[src/rtl/sysctl_pkg.sv]
package sysctl_pkg;
  localparam int unsigned W_ID      = 0;
  localparam int unsigned W_OSC     = 2;
  localparam int unsigned W_CTRL    = 3;
  localparam int unsigned W_STAT    = 4;
  localparam int unsigned W_LOCK    = 5;
  localparam int unsigned W_AUXOSC  = 7;
  localparam int unsigned W_SDRAM   = 8;
  localparam int unsigned W_INIT    = 9;
  localparam int unsigned W_REFCNT  = 10;
  localparam int unsigned W_FL_SET  = 12;
  localparam int unsigned W_FL_CLR  = 13;
  localparam int unsigned W_NV_SET  = 14;
  localparam int unsigned W_NV_CLR  = 15;

  localparam logic [31:0] ID_VAL     = 32'h411A_3001;
  localparam logic [31:0] STAT_VAL   = 32'h0010_0000;
  localparam logic [31:0] OSC_RST    = 32'h0100_0048;
  localparam logic [31:0] AUX_RST    = 32'h0007_FEFF;
  localparam logic [31:0] SDRAM_BASE = 32'h0001_1122;
  localparam logic [31:0] INIT_RST   = 32'h0000_0112;
  localparam logic [15:0] UNLOCK_KEY = 16'hA05F;

  function automatic logic [31:0] size_code(int unsigned mb);
    if (mb >= 256)     return 32'h10;
    else if (mb >= 128) return 32'h0C;
    else if (mb >= 64)  return 32'h08;
    else if (mb >= 32)  return 32'h04;
    else                return 32'h00;
  endfunction

  function automatic logic [7:0] density(int unsigned mb);
    if (mb >= 256)     return 8'd64;
    else if (mb >= 128) return 8'd32;
    else if (mb >= 64)  return 8'd16;
    else if (mb >= 32)  return 8'd4;
    else                return 8'd2;
  endfunction

  function automatic logic [7:0] spd_byte(logic [4:0] idx, int unsigned mb);
    case (idx)
      5'd0:    return 8'h80;
      5'd1:    return 8'h08;
      5'd2:    return 8'h04;
      5'd31:   return density(mb);
      default: return 8'h00;
    endcase
  endfunction
endpackage

[src/rtl/sysctl_lock.sv]
module sysctl_lock
  import sysctl_pkg::*;
#(
  parameter logic [31:0] OSC_INIT = OSC_RST,
  parameter logic [31:0] AUX_INIT = AUX_RST
) (
  input  logic        clk_i,
  input  logic        rst_ni,
  input  logic        wr_lock_i,
  input  logic        wr_osc_i,
  input  logic        wr_aux_i,
  input  logic [31:0] wdata_i,
  output logic [31:0] lock_rd_o,
  output logic [31:0] osc_o,
  output logic [31:0] aux_o
);
  logic [15:0] lock_q;
  logic        unlocked;

  assign unlocked  = (lock_q == UNLOCK_KEY);
  assign lock_rd_o = {15'd0, unlocked, lock_q};

  always_ff @(posedge clk_i or negedge rst_ni) begin
    if (!rst_ni) begin
      lock_q <= '0;
      osc_o  <= OSC_INIT;
      aux_o  <= AUX_INIT;
    end else begin
      if (wr_lock_i)             lock_q <= wdata_i[15:0];
      if (wr_osc_i && unlocked)  osc_o  <= wdata_i;
      if (wr_aux_i && unlocked)  aux_o  <= wdata_i;
    end
  end


  osc_guard_chk: assert property (@(posedge clk_i) disable iff (!rst_ni)
    !$stable(osc_o) |-> $past(unlocked));

  aux_guard_chk: assert property (@(posedge clk_i) disable iff (!rst_ni)
    !$stable(aux_o) |-> $past(unlocked));
endmodule

[src/rtl/sysctl_setclr.sv]
module sysctl_setclr #(
  parameter int unsigned WIDTH = 32
) (
  input  logic             clk_i,
  input  logic             rst_ni,
  input  logic             set_i,
  input  logic             clr_i,
  input  logic [WIDTH-1:0] data_i,
  output logic [WIDTH-1:0] q_o
);
  always_ff @(posedge clk_i or negedge rst_ni) begin
    if (!rst_ni)    q_o <= '0;
    else if (set_i) q_o <= q_o | data_i;
    else if (clr_i) q_o <= q_o & ~data_i;
  end


  clr_bits_zero_chk: assert property (@(posedge clk_i) disable iff (!rst_ni)
    (clr_i && !set_i) |=> ((q_o & $past(data_i)) == '0));

  set_bits_one_chk: assert property (@(posedge clk_i) disable iff (!rst_ni)
    set_i |=> ((q_o & $past(data_i)) == $past(data_i)));
endmodule

[src/rtl/sysctl_refcnt.sv]
module sysctl_refcnt #(
  parameter int unsigned CNT_W = 32
) (
  input  logic             clk_i,
  input  logic             rst_ni,
  input  logic             tick_i,
  output logic [CNT_W-1:0] cnt_o
);
  always_ff @(posedge clk_i or negedge rst_ni) begin
    if (!rst_ni)     cnt_o <= '0;
    else if (tick_i) cnt_o <= cnt_o + 1'b1;
  end


  cnt_hold_chk: assert property (@(posedge clk_i) disable iff (!rst_ni)
    !tick_i |=> $stable(cnt_o));

  cnt_step_chk: assert property (@(posedge clk_i) disable iff (!rst_ni)
    tick_i |=> (cnt_o == $past(cnt_o) + 1'b1));
endmodule

[src/rtl/sysctl_regs.sv]
module sysctl_regs
  import sysctl_pkg::*;
#(
  parameter int unsigned ADDR_W = 12,
  parameter int unsigned MEM_MB = 128
) (
  input  logic              clk_i,
  input  logic              rst_ni,
  input  logic              req_i,
  input  logic              we_i,
  input  logic [ADDR_W-1:0] addr_i,
  input  logic [31:0]       wdata_i,
  output logic [31:0]       rdata_o,
  input  logic              ref_tick_i,
  output logic              remap_o,
  output logic              reset_req_o
);
  localparam int unsigned NFLAG = 2;
  localparam logic [31:0] SDRAM_INIT = SDRAM_BASE | size_code(MEM_MB);

  logic       in_regs, in_spd;
  logic [5:0] word;
  logic       wr;

  assign in_regs = (addr_i[ADDR_W-1:8] == '0);
  assign in_spd  = (addr_i[ADDR_W-1:8] == 1);
  assign word    = addr_i[7:2];
  assign wr      = req_i && we_i && in_regs;

  function automatic logic hit(logic [5:0] w, int unsigned idx);
    return (w == 6'(idx));
  endfunction

  logic [31:0] lock_rd, osc_q, aux_q;
  sysctl_lock u_lock (
    .clk_i     (clk_i),
    .rst_ni    (rst_ni),
    .wr_lock_i (wr && hit(word, W_LOCK)),
    .wr_osc_i  (wr && hit(word, W_OSC)),
    .wr_aux_i  (wr && hit(word, W_AUXOSC)),
    .wdata_i   (wdata_i),
    .lock_rd_o (lock_rd),
    .osc_o     (osc_q),
    .aux_o     (aux_q)
  );

  // flags[0]: volatile, flags[1]: non-volatile
  logic [NFLAG-1:0] fl_set, fl_clr;
  logic [31:0]      fl_q [NFLAG];
  assign fl_set = {wr && hit(word, W_NV_SET), wr && hit(word, W_FL_SET)};
  assign fl_clr = {wr && hit(word, W_NV_CLR), wr && hit(word, W_FL_CLR)};

  for (genvar gi = 0; gi < NFLAG; gi++) begin : g_flag
    sysctl_setclr #(.WIDTH(32)) u_flag (
      .clk_i  (clk_i),
      .rst_ni (rst_ni),
      .set_i  (fl_set[gi]),
      .clr_i  (fl_clr[gi]),
      .data_i (wdata_i),
      .q_o    (fl_q[gi])
    );
  end

  logic [31:0] refcnt;
  sysctl_refcnt #(.CNT_W(32)) u_refcnt (
    .clk_i  (clk_i),
    .rst_ni (rst_ni),
    .tick_i (ref_tick_i),
    .cnt_o  (refcnt)
  );

  logic        led_q, remap_q;
  logic [31:0] sdram_q, init_q;

  always_ff @(posedge clk_i or negedge rst_ni) begin
    if (!rst_ni) begin
      led_q       <= 1'b0;
      remap_q     <= 1'b0;
      reset_req_o <= 1'b0;
      sdram_q     <= SDRAM_INIT;
      init_q      <= INIT_RST;
    end else begin
      reset_req_o <= wr && hit(word, W_CTRL) && wdata_i[3];
      if (wr && hit(word, W_CTRL)) begin
        led_q   <= wdata_i[0];
        remap_q <= wdata_i[2];
      end
      if (wr && hit(word, W_SDRAM)) sdram_q <= wdata_i;
      if (wr && hit(word, W_INIT))  init_q  <= wdata_i;
    end
  end

  assign remap_o = remap_q;

  always_comb begin
    rdata_o = '0;
    if (in_spd) begin
      if (!addr_i[7]) rdata_o = {24'd0, spd_byte(addr_i[6:2], MEM_MB)};
    end else if (in_regs) begin
      case (int'(word))
        W_ID:     rdata_o = ID_VAL;
        W_OSC:    rdata_o = osc_q;
        W_CTRL:   rdata_o = {29'd0, remap_q, 1'b0, led_q};
        W_STAT:   rdata_o = STAT_VAL;
        W_LOCK:   rdata_o = lock_rd;
        W_AUXOSC: rdata_o = aux_q;
        W_SDRAM:  rdata_o = sdram_q;
        W_INIT:   rdata_o = init_q;
        W_REFCNT: rdata_o = refcnt;
        W_FL_SET: rdata_o = fl_q[0];
        W_NV_SET: rdata_o = fl_q[1];
        default:  rdata_o = '0;
      endcase
    end
  end


  rst_req_raise_chk: assert property (@(posedge clk_i) disable iff (!rst_ni)
    (req_i && we_i && in_regs && word == 6'(W_CTRL) && wdata_i[3]) |=> reset_req_o);

  rst_req_pulse_chk: assert property (@(posedge clk_i) disable iff (!rst_ni)
    reset_req_o |=> !reset_req_o);

  remap_hold_chk: assert property (@(posedge clk_i) disable iff (!rst_ni)
    !(req_i && we_i && in_regs && word == 6'(W_CTRL)) |=> $stable(remap_o));
endmodule

[config.mk]
export PLATFORM = sky130hd
export DESIGN_NAME = sysctl_regs
export DESIGN_NICKNAME = d
export VERILOG_FILES = /design/src/rtl/sysctl_pkg.sv /design/src/rtl/sysctl_lock.sv /design/src/rtl/sysctl_setclr.sv /design/src/rtl/sysctl_refcnt.sv /design/src/rtl/sysctl_regs.sv
export SDC_FILE = /design/constraint.sdc
export NUM_CORES = 1
export LEC_CHECK = 0
export BUFFER_PORTS_ARGS = -buffer_cell sky130_fd_sc_hd__buf_2
export CAP_MARGIN = 10
export CORE_UTILIZATION = 35
export DETAILED_ROUTE_END_ITERATION = 8
export SLEW_MARGIN = 20
export SYNTH_ARGS = -nofsm -noshare
export SYNTH_HDL_FRONTEND = slang
export SYNTH_HIERARCHICAL = 1
export SYNTH_SLANG_ARGS = --single-unit
[constraint.sdc]
create_clock -name clk_i -period 1.9 [get_ports clk_i]
set_input_delay 0.095 -clock clk_i [delete_from_list [all_inputs] [get_ports clk_i]]
set_output_delay 0.095 -clock clk_i [all_outputs]
set_load 0.02 [all_outputs]
==> results.json <==
{
  "clockBufferDepth": 3,
  "cts_tree": "built",
  "synth_edf_count": 0,
  "worst_ir_drop_vdd_mv": 0.5992,
  "synth_area_leaders": "dfrtp_1 47%, mux2_1 7.5%, dfstp_2 7.2%",
  "post-route-period-util_pct": 128.1,
  "layout-drive-gt1-share_pct": 43.17,
  "grt_pass1_wl_um": 57190,
  "hpwlAfterDp_um": 22920,
  "yosys_warnings": 6,
  "swShare_pct": 24.05,
  "totalWireLength_um": 37070,
  "status": "finished with violations",
  "synth_cells": 917,
  "critPathMaxFanout": 2,
  "synth-compound-area-share_pct": 16.28,
  "finalHoldViolCount": 0,
  "dieArea_um2": 33250,
  "port_buffers": 80,
  "drtPass1Iterations": 5,
  "p_per_area_nw_per_um2": 719.9,
  "final.min_clock_period_ns": 2.433,
  "crit_start": "u_lock/lock_q[10]$_DFFE_PN0P_",
  "synth-seq-cells": 243,
  "synth_top_family_by_area": "compound AO/OA/AOI/OAI gates",
  "skew_ns": 0.01085,
  "gr-total-overflow": 0,
  "place.gp.congestion": 0.8059,
  "yosys-mux-area-fraction_pct": 14.63,
  "cts_made_buffers": 27,
  "route.detailed.drc": 0,
  "synth_cell_types": 55,
  "boundaryPins": 83,
  "yosysMostFrequentCell": "dfrtp_1",
  "ctsRootBufferMaster": "clkbuf_16",
  "violations": "setup timing",
  "grtUsageTotal_pct": 22.58,
  "fin_ws_ns": -0.5334,
  "start_util_pct": 35.80,
  "async_flop_share_pct": 100.0,
  "cts-htree-levels": 1,
  "fmax_mhz": 410.9,
  "clk_pin_slew_ns": 0.06,
  "syn_area_um2": 11380,
  "routed-via-count": 8935,
  "final_nets": 1210,
  "yosys.area.top_type": "dfrtp_1",
  "netlist_top_cells_count": "212 x dfrtp_1, 108 x a22oi_1, 86 x nand2_1",
  "fp.dieW_um": 182.3,
  "grt_max_degree": 51,
  "worstMarginPinSlew_ns": 0.5623,
  "slew_headroom_pct": 62.22,
  "cap_violations": 0,
  "core-area_um2": 31800,
  "ys.flop_type": "dfrtp_1",
  "syn2layout_area_growth_pct": 39.44,
  "clkLatencyLatePin_ns": 0.54,
  "synthSimpleGateAreaFrac_pct": 8.705,
  "fin_total_pwr_mw": 11.43,
  "die_height_um": 182.3,
  "end_kind": "output port",
  "synthAdderAreaFrac_pct": 0.1099,
  "clock_power_share_pct": 44.2,
  "finalSetupTns_ns": -28.40,
  "hp-class": "input port to async pin",
  "rows": 65,
  "cts.sinks": 243,
  "antenna_found_initial": 0,
  "start_kind": "register",
  "endpoint": "rdata_o[16]",
  "yosysSeqAreaShare_pct": 53.76,
  "power_frac_seq_pct": 47.4,
  "synth_top_area_share_pct": 46.60,
  "cp.required_ns": 1.80,
  "yosys.area_share.xor_xnor_pct": 2.385,
  "p_int_mw": 8.678,
  "setup-violations-final": 96,
  "via_per_inst": 5.533,
  "first_iter_violations": 517,
  "syn_area_per_cell_um2": 12.41,
  "grt_pass1_vias": 9286,
  "r2r_end": "u_lock/osc_o[12]$_DFFE_PN0P_",
  "worstRegToRegCells": 8,
  "ant_nets": 0,
  "path_class": "register to output port",
  "fin_cells": 1615,
  "place_inst": 1484,
  "routedWlPerCell_um": 22.95,
  "p_switching_mw": 2.748,
  "maxSlewViolCount": 0,
  "r2r-start": "u_lock/lock_q[10]$_DFFE_PN0P_",
  "rsz0062_at_grt": "true",
  "power_leakage_nw": 6.935,
  "reg2reg_slack_ns": -0.50,
  "arrival_ns": 2.34,
  "combPwrFrac_pct": 8.4,
  "fill_cells": 2736
}
per-layer routing:
| metal | wire length [um] | part of all wire (%) | GRT usage, % |
|---|---|---|---|
| met5 | 0 | 0 | 0 |
| met2 | 17850 | 48 | 38.48 |
| met1 | 16420 | 44 | 30.10 |
| met3 | 1642 | 4.4 | 2.534 |
| met4 | 1156 | 3.1 | 7.025 |
how the worst min path moves through the flow:
stage	slack, ns	end	cells after the start	start
after floorplan	-0.20	async pin	0	rst_ni
after global placement	0.03	async pin	1	rst_ni
final	0.06	async pin	2	rst_ni
after CTS	0.07	async pin	2	rst_ni
after global routing	0.08	async pin	2	rst_ni
after detailed placement	0.03	sdram_q[9]$_DFFE_PN0P_	1	rst_ni
kinds of logic after synthesis:
| logic type | Yosys count |
|---|---|
| flops | 243 |
| compound gates | 232 |
| simple gates | 184 |
| mux | 148 |
| buf+inv | 77 |
| xor+xnor | 31 |
| fa+ha+maj | 1 |
| other cells | 1 |
power by group through the flow:
stage | combinational (mW) | sequential, mW | clock [mW]
6_report | 0.962 | 5.41 | 5.05
5_1_grt | 1.03 | 5.42 | 5.35
4_1_cts | 0.893 | 5.39 | 5.14
3_5_place_dp | 0.723 | 5.50 | 0
3_3_place_gp | 0.710 | 5.49 | 0
2_1_floorplan | 0.258 | 5.48 | 0
cell usage in the layout, fill, tap and decap left out, types with 4 or more instances in the layout:
cell           count
a211oi_2           5
a221oi_2           8
a22o_1            66
a22oi_1           60
a22oi_2           48
a31oi_1            4
a31oi_2            4
a41oi_2           18
and2_1             4
and3_1             4
buf_12            31
buf_16             8
buf_2             47
buf_4            111
buf_6             35
buf_8              7
clkbuf_1           9
clkbuf_16         28
clkbuf_8           9
conb_1            15
dfrtp_1          211
dfstp_2           31
dlygate4sd3_1     34
mux2_1            75
mux2_2            71
nand2_1           86
nand3_1           10
nand4_1           10
nor2_1            10
nor2_4             7
nor3_1            10
nor3_2             6
nor4_2             5
nor4_4             4
xnor2_1           19
xor2_1            12
timing repair:
| action | CTS | global route |
|---|---|---|
| gates cloned | 13 | 1 |
| endpoints found under the hold margin | 435 | 0 |
| setup endpoints to repair | 96 | 108 |
| buffers inserted | 37 | 11 |
| resized for setup | 151 | 67 |
| hold buffers | 34 | 0 |
| pin swaps | 44 | 44 |
critical path, cell delays in order (launching register included):
cell and delay, ns:
dfrtp_1 0.39, or4b_4 0.57, nor4_4 0.24, buf_4 0.17, a22oi_2 0.08, a41oi_2 0.19, buf_4 0.17
stage by stage:
stage / setup WS (ns) / util [%] / area, um2 / hold WS (ns)
global route: -0.5908 / 49.91 / 15870 / 0.08000
detailed placement: -0.3035 / 41.48 / 13190 / 0.03332
floorplan: 0.01431 / - / 11490 / -0.2006
CTS: -0.5136 / 49.15 / 15630 / 0.06800
global placement: -0.2908 / 41.48 / 13190 / 0.03320
finish: -0.5334 / 49.92 / 15870 / 0.05610
area by class of cell:
type	count	area, um2	area share [%]
clock inverter	3	15.01	0.09459
antenna	1	2.502	0.01577
clock buffer	45	833.3	5.250
multi-input combinational	611	5572	35.10
tap	435	544.3	3.429
timing repair buffer	274	2774	17.48
sequential	243	6121	38.56
inverter	3	11.26	0.07094
No activity file was read; power rests on OpenSTA's default activity.
